<file path="config.mk">
export PLATFORM = sky130hd
export DESIGN_NAME = smb_reg_target
export DESIGN_NICKNAME = d
export VERILOG_FILES = /design/src/rtl/smb_pkg.sv /design/src/rtl/smb_glitch_filt.sv /design/src/rtl/smb_regfile.sv /design/src/rtl/smb_reg_target.sv
export SDC_FILE = /design/constraint.sdc
export NUM_CORES = 1
export LEC_CHECK = 0
export ABC_AREA = 1
export CORE_UTILIZATION = 40
export CTS_CLUSTER_DIAMETER = 200
export DETAILED_ROUTE_END_ITERATION = 8
export PLACE_DENSITY = 0.66
export SETUP_SLACK_MARGIN = 0.3
export SKIP_CTS_REPAIR_TIMING = 1
export SYNTH_ARGS = -nofsm -noshare
export SYNTH_HDL_FRONTEND = slang
export SYNTH_SLANG_ARGS = --single-unit
</file>
<file path="constraint.sdc">
create_clock -name clk_i -period 3.3 [get_ports clk_i]
set_input_delay 0.66 -clock clk_i [delete_from_list [all_inputs] [get_ports clk_i]]
set_output_delay 0.66 -clock clk_i [all_outputs]
set_load 0.005 [all_outputs]
</file>
<file path="src/rtl/smb_pkg.sv">
package smb_pkg;
  typedef enum logic [2:0] {
    ST_IDLE,
    ST_ADDR,
    ST_CMD,
    ST_WDATA,
    ST_TX,
    ST_WAIT
  } smb_st_e;

  localparam logic [6:0] ARA_ADDR = 7'b0001100;
  localparam logic [1:0] OWN_HI   = 2'b10;
endpackage

</file>
<file path="src/rtl/smb_glitch_filt.sv">
module smb_glitch_filt #(
  parameter int   FILT_CYCLES = 5,
  parameter logic RST_LVL     = 1'b1
) (
  input  logic clk_i,
  input  logic rst_ni,
  input  logic raw_i,
  output logic filt_o
);
  localparam int CW = $clog2(FILT_CYCLES + 1);

  logic [CW-1:0] cnt_q;
  logic          filt_q;

  always_ff @(posedge clk_i or negedge rst_ni) begin
    if (!rst_ni) begin
      cnt_q  <= '0;
      filt_q <= RST_LVL;
    end else if (raw_i == filt_q) begin
      cnt_q <= '0;
    end else if (cnt_q == CW'(FILT_CYCLES - 1)) begin
      filt_q <= raw_i;
      cnt_q  <= '0;
    end else begin
      cnt_q <= cnt_q + CW'(1);
    end
  end

  assign filt_o = filt_q;

  generate
    if (FILT_CYCLES >= 3) begin : g_chk
      // a level change needs the raw input held over at least the last two samples
      a_r2_min_width: assert property (@(posedge clk_i) disable iff (!rst_ni)
        (filt_q != $past(filt_q)) |-> ($past(raw_i, 1) == $past(raw_i, 2)));
    end
  endgenerate
endmodule

</file>
<file path="src/rtl/smb_regfile.sv">
module smb_regfile #(
  parameter int N_REG = 4,
  parameter logic [N_REG*8-1:0] RST_VAL = '0
) (
  input  logic                     clk_i,
  input  logic                     rst_ni,
  input  logic                     we_i,
  input  logic [$clog2(N_REG)-1:0] idx_i,
  input  logic [7:0]               wdata_i,
  output logic [N_REG*8-1:0]       regs_o
);
  localparam int IW = $clog2(N_REG);

  generate
    for (genvar i = 0; i < N_REG; i++) begin : g_reg
      logic [7:0] r_q;
      always_ff @(posedge clk_i or negedge rst_ni) begin
        if (!rst_ni)                     r_q <= RST_VAL[i*8 +: 8];
        else if (we_i && idx_i == IW'(i)) r_q <= wdata_i;
      end
      assign regs_o[i*8 +: 8] = r_q;
    end
  endgenerate
endmodule

</file>
<file path="src/rtl/smb_reg_target.sv">
module smb_reg_target
  import smb_pkg::*;
#(
  parameter int FILT_CYCLES = 5,
  parameter int N_REG       = 4,
  parameter logic [6:0] MASS_ADDR = 7'b0111010,
  parameter int MW_EN_BIT   = 0,
  parameter logic [N_REG*8-1:0] RST_VAL = 'h0001_0000
) (
  input  logic               clk_i,
  input  logic               rst_ni,
  input  logic               scl_i,
  input  logic               sda_i,
  input  logic [4:0]         addr_lo_i,
  input  logic               alert_req_i,
  output logic               sda_pd_o,
  output logic               alert_o,
  output logic [N_REG*8-1:0] regs_o
);
  localparam int IW     = $clog2(N_REG);
  localparam int MW_REG = 2;

  logic scl_f, sda_f, scl_q, sda_q;
  logic start_det, stop_det, scl_rise, scl_fall;

  smb_glitch_filt #(.FILT_CYCLES(FILT_CYCLES), .RST_LVL(1'b1)) u_scl_filt (
    .clk_i(clk_i), .rst_ni(rst_ni), .raw_i(scl_i), .filt_o(scl_f));
  smb_glitch_filt #(.FILT_CYCLES(FILT_CYCLES), .RST_LVL(1'b1)) u_sda_filt (
    .clk_i(clk_i), .rst_ni(rst_ni), .raw_i(sda_i), .filt_o(sda_f));

  always_ff @(posedge clk_i or negedge rst_ni) begin
    if (!rst_ni) begin
      scl_q <= 1'b1;
      sda_q <= 1'b1;
    end else begin
      scl_q <= scl_f;
      sda_q <= sda_f;
    end
  end

  assign start_det = scl_f & scl_q & sda_q & ~sda_f;
  assign stop_det  = scl_f & scl_q & ~sda_q & sda_f;
  assign scl_rise  = scl_f & ~scl_q;
  assign scl_fall  = ~scl_f & scl_q;

  smb_st_e        st, nxt_st, byte_nxt;
  logic [3:0]     bit_cnt;
  logic           in_ack, pd_q, byte_ack;
  logic [7:0]     sr, tx_sr;
  logic [IW-1:0]  cmd_idx, wr_idx;
  logic [7:0]     wr_data;
  logic           wr_pend, tx_ara, alert_req_q, alert_q;
  logic           own_hit, mass_hit, ara_hit;
  logic [6:0]     own_addr;
  logic           commit;

  assign own_addr = {OWN_HI, addr_lo_i};
  assign commit   = stop_det & wr_pend;

  smb_regfile #(.N_REG(N_REG), .RST_VAL(RST_VAL)) u_regs (
    .clk_i(clk_i), .rst_ni(rst_ni), .we_i(commit), .idx_i(wr_idx),
    .wdata_i(wr_data), .regs_o(regs_o));

  // byte decode at the end of the eighth bit
  always_comb begin
    own_hit  = (sr[7:1] == own_addr);
    mass_hit = (sr[7:1] == MASS_ADDR) && !sr[0] && regs_o[MW_REG*8 + MW_EN_BIT];
    ara_hit  = (sr[7:1] == ARA_ADDR) && sr[0] && alert_q;
    byte_ack = 1'b0;
    byte_nxt = ST_WAIT;
    case (st)
      ST_ADDR: begin
        byte_ack = own_hit | mass_hit | ara_hit;
        byte_nxt = ((own_hit && sr[0]) || ara_hit) ? ST_TX : ST_CMD;
      end
      ST_CMD:   begin byte_ack = 1'b1; byte_nxt = ST_WDATA; end
      ST_WDATA: begin byte_ack = 1'b1; byte_nxt = ST_WAIT;  end
      default: ;
    endcase
  end

  always_ff @(posedge clk_i or negedge rst_ni) begin
    if (!rst_ni) begin
      st <= ST_IDLE; nxt_st <= ST_IDLE; bit_cnt <= '0; in_ack <= 1'b0;
      pd_q <= 1'b0; sr <= '0; tx_sr <= '0; cmd_idx <= '0; wr_idx <= '0;
      wr_data <= '0; wr_pend <= 1'b0; tx_ara <= 1'b0;
      alert_req_q <= 1'b0; alert_q <= 1'b0;
    end else begin
      alert_req_q <= alert_req_i;
      if (alert_req_i && !alert_req_q) alert_q <= 1'b1;
      if (start_det) begin
        st <= ST_ADDR; bit_cnt <= '0; in_ack <= 1'b0; pd_q <= 1'b0; wr_pend <= 1'b0;
      end else if (stop_det) begin
        st <= ST_IDLE; bit_cnt <= '0; in_ack <= 1'b0; pd_q <= 1'b0; wr_pend <= 1'b0;
      end else begin
        case (st)
          ST_ADDR, ST_CMD, ST_WDATA: begin
            if (scl_rise && !in_ack && bit_cnt < 4'd8) begin
              sr      <= {sr[6:0], sda_f};
              bit_cnt <= bit_cnt + 4'd1;
            end else if (scl_fall && !in_ack && bit_cnt == 4'd8) begin
              if (byte_ack) begin
                in_ack <= 1'b1;
                pd_q   <= 1'b1;
                nxt_st <= byte_nxt;
              end else begin
                st   <= ST_WAIT;
                pd_q <= 1'b0;
              end
              if (st == ST_CMD) cmd_idx <= sr[IW-1:0];
              if (st == ST_WDATA) begin
                wr_pend <= 1'b1;
                wr_idx  <= cmd_idx;
                wr_data <= sr;
              end
              if (st == ST_ADDR) begin
                tx_ara <= ara_hit;
                tx_sr  <= ara_hit ? {own_addr, 1'b0} : regs_o[{cmd_idx, 3'b000} +: 8];
              end
            end else if (scl_fall && in_ack) begin
              in_ack  <= 1'b0;
              bit_cnt <= '0;
              st      <= nxt_st;
              pd_q    <= (nxt_st == ST_TX) ? ~tx_sr[7] : 1'b0;
            end
          end
          ST_TX: begin
            if (scl_rise && bit_cnt < 4'd8) begin
              bit_cnt <= bit_cnt + 4'd1;
            end else if (scl_fall) begin
              if (bit_cnt == 4'd8) begin
                pd_q <= 1'b0;
                st   <= ST_WAIT;
                if (tx_ara) alert_q <= 1'b0;
              end else begin
                tx_sr <= {tx_sr[6:0], 1'b0};
                pd_q  <= ~tx_sr[6];
              end
            end
          end
          default: ;
        endcase
      end
    end
  end

  assign sda_pd_o = pd_q;
  assign alert_o  = alert_q;

  a_r3_commit_on_stop: assert property (@(posedge clk_i) disable iff (!rst_ni)
    (regs_o != $past(regs_o)) |-> $past(stop_det));
  a_r5_start_drops: assert property (@(posedge clk_i) disable iff (!rst_ni)
    start_det |=> !wr_pend);
  a_r11_stop_idle: assert property (@(posedge clk_i) disable iff (!rst_ni)
    stop_det |=> (st == ST_IDLE) && !sda_pd_o);
  a_r10_release: assert property (@(posedge clk_i) disable iff (!rst_ni)
    (st == ST_WAIT || st == ST_IDLE) |-> !sda_pd_o);
  a_r12_pd_scl_low: assert property (@(posedge clk_i) disable iff (!rst_ni)
    (sda_pd_o != $past(sda_pd_o)) |-> !scl_f);
  a_r7_alert_clear: assert property (@(posedge clk_i) disable iff (!rst_ni)
    $fell(alert_q) |-> $past(st == ST_TX && tx_ara));
endmodule

</file>
## Yosys cells after proc, flatten, opt, wreduce, memory -nomap -nowiden

Index checks and enable logic that the tools add are counted.

- Register bits: 86
- Input port bits: 10

- Multiplexer cells: 64
- Magnitude comparators: 1
- Bitwise operators: 21
- Add/subtract/negate cells: 3
- Reduce and logical (&&, ||, !) cells: 42
- Equality and inequality tests: 33
- Shifts and indexed selects: 1

Operator list:

| cell | count |
|---|---|
| $mux 8 | 7 |
| $mux 3 | 14 |
| $shiftx 32x6->8 | 1 |
| $mux 1 | 31 |
| $mux 4 | 6 |
| $ne 4x4->1 const B | 6 |
| $reduce_and 6->1 | 4 |
| $ne 5x5->1 const B | 4 |
| $logic_and 1x1->1 | 16 |
| $pmux 8 s2 | 1 |
| $reduce_and 4->1 | 4 |
| $eq 3x3->1 const B | 4 |
| $ne 2x2->1 const B | 6 |
| $pmux 3 s2 | 2 |
| $not 1->1 | 11 |
| $reduce_and 9->1 | 1 |
| $reduce_bool 3->1 | 3 |
| $and 1x1->1 | 8 |
| $pmux 4 s2 | 1 |
| $reduce_bool 4->1 | 2 |
| $eq 7x4->1 const B | 1 |
| $eq 7x6->1 const B | 1 |
| $eq 7x7->1 | 1 |
| $reduce_and 7->1 | 1 |
| other kinds (20) | 29 |

## Depth between registers and ports, before layout

- Depth in word-level cells: 12
- Depth in mapped cells: 11
- Mapped depth without buffers: 11

## Hierarchy

A second synthesis with hierarchy kept.

- Cell total of the unflattened synthesis: 546
- Area total of the unflattened synthesis: 4475.5 µm²

By module, submodules not included:

| module | area an instance (µm²) | times used | sequential area each (µm²) | cells an instance |
|---|---|---|---|---|
| smb_reg_target | 2617.5 | 1 | 1153.6 | 353 |
| smb_regfile | 1437.6 | 1 | 802.0 | 143 |
| smb_glitch_filt | 210.2 | 2 | 101.3 | 25 |

## Least setup slack after synthesis

OpenSTA, ideal clock, no wires.

- Kind: register to register
- Start: register u_scl_filt.filt_q, in the netlist u_scl_filt.filt_o
- End: register tx_sr[5]
- Data required time: 3.183 ns
- Cell stages (with the launch flop): 11
- Setup slack: 1.622 ns
- Data arrival time: 1.561 ns
- Library setup time: 0.117 ns
- Buffers on the path: 1
- Path through: dfstp_2 > inv_1 > nor3_4 > nand2_1 > inv_1 > nand2_4 > nand4_4 > nor2_4 > buf_6 > nand2_1 > o21ai_2

- Cells in the longest elaborated chain, start to end: 6
- Elaborated cells on any way between the ends: 20
- Classes of those cells: 4 x eq/ne; 10 x bitwise; 6 x reduce/logical

Ends and longest elaborated chain:

| element | line | source |
|---|---|---|
| start, declared | smb_glitch_filt.sv:13 | `logic filt_q;` |
| start signal, assigned | smb_glitch_filt.sv:22 | `filt_q <= raw_i;` |
| $not 1->1 | smb_reg_target.sv:44 | `assign scl_fall = ~scl_f & scl_q;` |
| $and 1x1->1 | smb_reg_target.sv:44 |  |
| $logic_and 1x1->1 (2 in series) | smb_reg_target.sv:101 | `end else if (scl_fall && !in_ack && bit_cnt == 4'd8) begin` |
| $ne 2x2->1 (no source line) | -- |  |
| $reduce_and 9->1 (no source line) (*) | -- |  |
| end signal, assigned | smb_reg_target.sv:118 | `tx_sr <= ara_hit ? {own_addr, 1'b0} : regs_o[{cmd_idx, 3'b000} +: 8];` |
| end signal, assigned | smb_reg_target.sv:136 | `tx_sr <= {tx_sr[6:0], 1'b0};` |
| end, declared | smb_reg_target.sv:49 | `logic [7:0] sr, tx_sr;` |

Mark *: on every way between the ends. The rest lies on a longest branch, timed or not.
A chain may end at the register's enable or synchronous reset.

## Worst setup path in the final report

- Start: register bit_cnt[0]
- End: register wr_data[5]

- Cells in the longest elaborated chain, start to end: 4
- Elaborated cells on any way between the ends: 6
- Classes of those cells: 1 x order compare; 1 x eq/ne; 1 x bitwise; 3 x reduce/logical

Ends and longest elaborated chain:

| element | line | source |
|---|---|---|
| start, declared | smb_reg_target.sv:47 | `logic [3:0] bit_cnt;` |
| start signal, assigned | smb_reg_target.sv:100 | `bit_cnt <= bit_cnt + 4'd1;` |
| start signal, assigned | smb_reg_target.sv:129 | `bit_cnt <= bit_cnt + 4'd1;` |
| $lt 4x4->1 | smb_reg_target.sv:98 | `if (scl_rise && !in_ack && bit_cnt < 4'd8) begin` |
| $logic_and 1x1->1 | smb_reg_target.sv:98 |  |
| $not 1->1 (no source line) | -- |  |
| $reduce_and 6->1 (no source line) (*) | -- |  |
| end signal, assigned | smb_reg_target.sv:114 | `wr_data <= sr;` |
| end, declared | smb_reg_target.sv:51 | `logic [7:0] wr_data;` |

Marked as above.

==> key figures <==
Run status
  – Status: finished, final reports clean

Cells and area
  – Most common cell after layout, fill and taps aside: nand2_1
  – Non-Filler Instances: 690
  – Fin nets: about 570
  – Most frequent cells in the layout: 117 x nand2_1, 81 x dfrtp_1, 76 x o21ai_0, 56 x inv_1, 51 x nor2_1
  – N_diodes: 0
  – P&R area growth vs syn: 17.0%
  – Final core occ: between 40% and 50%
  – Layout cells sized above 1: under 10%
  – Final std cell area, no fill: around 5000 µm²

Timing
  – Final worst-path cycle share: 67.7%
  – Unrepaired setup endpoints after global routing: false
  – Fmax: about 450 MHz
  – Min Clock Period, post-route: 2.23 ns
  – Hold Violations, Final: 0
  – Slew headroom: between 20% and 30%
  – Final worst setup slack: roughly 1.1 ns
  – Hold_ws: about 0.41 ns
  – Final setup fails: 0
  – Setup total negative slack: 0 ns
  – Worst-Margin Slew: roughly 1.1 ns
  – Slew Viols, Final: 0
  – Skew final: approximately 0.015 ns

Routing
  – DRC errors left: 0
  – Initial DRC count: 209
  – Routed vias: roughly 3500
  – Post-route ant nets: 0
  – Routed len/inst: roughly 14 µm
  – Vias/cell: ~5.0
  – Drt total wl: about 10000 µm
  – First-pass detailed-route iteration total: 4

Clock tree
  – Clock tree buffer depth: 2
  – CTS root buf: clkbuf_8
  – H-Tree Depth: 3
  – CTS sink count: 86
  – Clock buffer count from CTS: 9
  – CTS tree: yes
  – Worst-path clk slew: around 0.1 ns
  – Clk_lat worst skew: 0.36 ns

Worst hold path
  – Hold Crit Start: u_scl_filt.filt_o
  – WHS Path Cells: 0
  – Worst hold path class: reg2reg
  – Hold Path End: scl_q

Worst setup path
  – WS Path Type: reg2reg
  – Required @ worst endpoint: 3.51 ns
  – Critical Path AT: 2.45 ns
  – FF-to-FF path depth: 7
  – Reg2Reg Setup Slack: 1.07 ns
  – CP Capture Type: flip-flop
  – Reg2reg end: wr_data[5]
  – Startpoint type of the worst setup path: flip-flop
  – Max FO, Critical Path: 21
  – RR Startpoint: bit_cnt[0]

Floorplan
  – Die width: about 100 µm
  – Starting density of the core: 41.2%
  – CORE AREA: about 10000 µm²
  – IO Count: between 40 and 50
  – Number of cell rows: 37
  – Die area: 11000 µm²
  – Die Ht: 105 µm

GRT
  – Total gr overflow: 0
  – Global-route wire length before repair: 16700 µm
  – Pin count of the biggest net entering global routing: between 80 and 90
  – Vias in the first global route: roughly 3300
  – Total GRT Usage: 19.0%
  – Initial antenna violation count: 0

Placed design
  – DPL Wire Length: about 7100 µm
  – Worst slack at placement: 1.05 ns
  – Routability Congestion: between 0.8 and 0.9
  – Placed cell count: slightly below 700
  – DP Area: about 4800 µm²
  – Port bufs: 43

Logic synthesis
  – Post-synthesis net count: 524
  – Yosys top cell area share: a little under half
  – #FFs+latches synth: between 80 and 90
  – Most area-hungry cell type in the Yosys netlist: dfrtp_1
  – Synth unique cells: 39
  – Post-Syn Area: approximately 4200 µm²
  – Synth Area per Inst: between 8 and 9 µm²
  – Yosys warns: 0
  – Ranking of synthesized cells by area: dfrtp_1 48%, nand2_1 10%, o21ai_0 9.0%, inv_1 5.0%, nor2_1 4.5%
  – Sequential fraction of the synthesis area: about 50%
  – Cells after synthesis: between 500 and 600

Run
  – Reported max-cap violation count: 0

Power and ir drop
  – Peak VDD IR: between 0.0002 and 0.00025 V
  – Design Power: around 2.5 mW
  – Leakage: ~2.2 nW
  – Power per cell area: between 500 and 600 nW/µm²
==> sequential cells by signal, summed over array words and instances, names as in the netlist, 4 cells and up <==
name	cells
bit_cnt	4
sr	8
tx_sr	8
u_regs.g.r_q	32
wr_data	8
==> logic make-up after synthesis <==
family,count (synthesis),share of synthesized area (%)
fa+ha+maj,6,1.77
flops,86,50.9
simple gates,217,23.8
buf+inv,73,6.85
xor+xnor,3,0.620
compound gates,123,16.1
==> critical path: stages, from the launching register on <==
cell     delay, ns
dfrtp_1       0.40
inv_1         0.12
ha_1          0.18
nand3_2       0.15
nor3_4        0.31
nand3_1       0.60
nand2_1       0.23
o21ai_0       0.10
==> cells in the mapped netlist, drive strengths merged <==
cell      n
nand3    21
o22ai     9
a21oi    16
clkbuf   10
nor2     60
dfrtp    81
inv      59
nor3      7
nand2   124
a221oi    1
o211ai    4
buf       4
o31ai     1
ha        6
a31oi     1
dfstp     5
a21boi    1
o21ai    89
nand4     4
xnor2     3
a22oi     1
nand3b    1
==> routing by layer <==
layer	wire length [µm]	global-route usage, %	vias to the layer above
met4	107	5.63	0
li1	-	-	1745
met3	371	2.93	9
met1	4760	26.6	1651
met2	4700	30.4	57
met5	0	0	-
==> where the power goes <==
| group | switching, mW | internal, mW |
|---|---|---|
| sequential | 0.0977 | 1.18 |
| clock | 0.415 | 0.287 |
| combinational | 0.380 | 0.188 |
==> layout make-up <==
class | count | area, µm²
flip-flops and latches | 86 | 2160
multi-input cells | 349 | 1790
repair buffers | 44 | 435
clock inverters | 6 | 52.6
fillers | 1017 | 5320
inverters | 59 | 224
clock buffers | 10 | 128
well taps | 136 | 170
==> worst max-delay path by stage <==
| stage | startpoint | endpoint | slack, ns | cells after the start |
|---|---|---|---|---|
| 2_1_floorplan | u_scl_filt.filt_o | tx_sr[5] | 1.62 | 10 |
| 3_3_place_gp | addr_lo_i[0] | st[0] | 1.08 | 11 |
| 3_5_place_dp | addr_lo_i[1] | st[2] | 1.05 | 11 |
| 4_1_cts | bit_cnt[0] | wr_data[2] | 1.03 | 6 |
| 5_1_grt | bit_cnt[0] | wr_data[4] | 0.75 | 6 |
| 6_report | bit_cnt[0] | wr_data[5] | 1.07 | 7 |
Power figures use the tool's default switching activity.
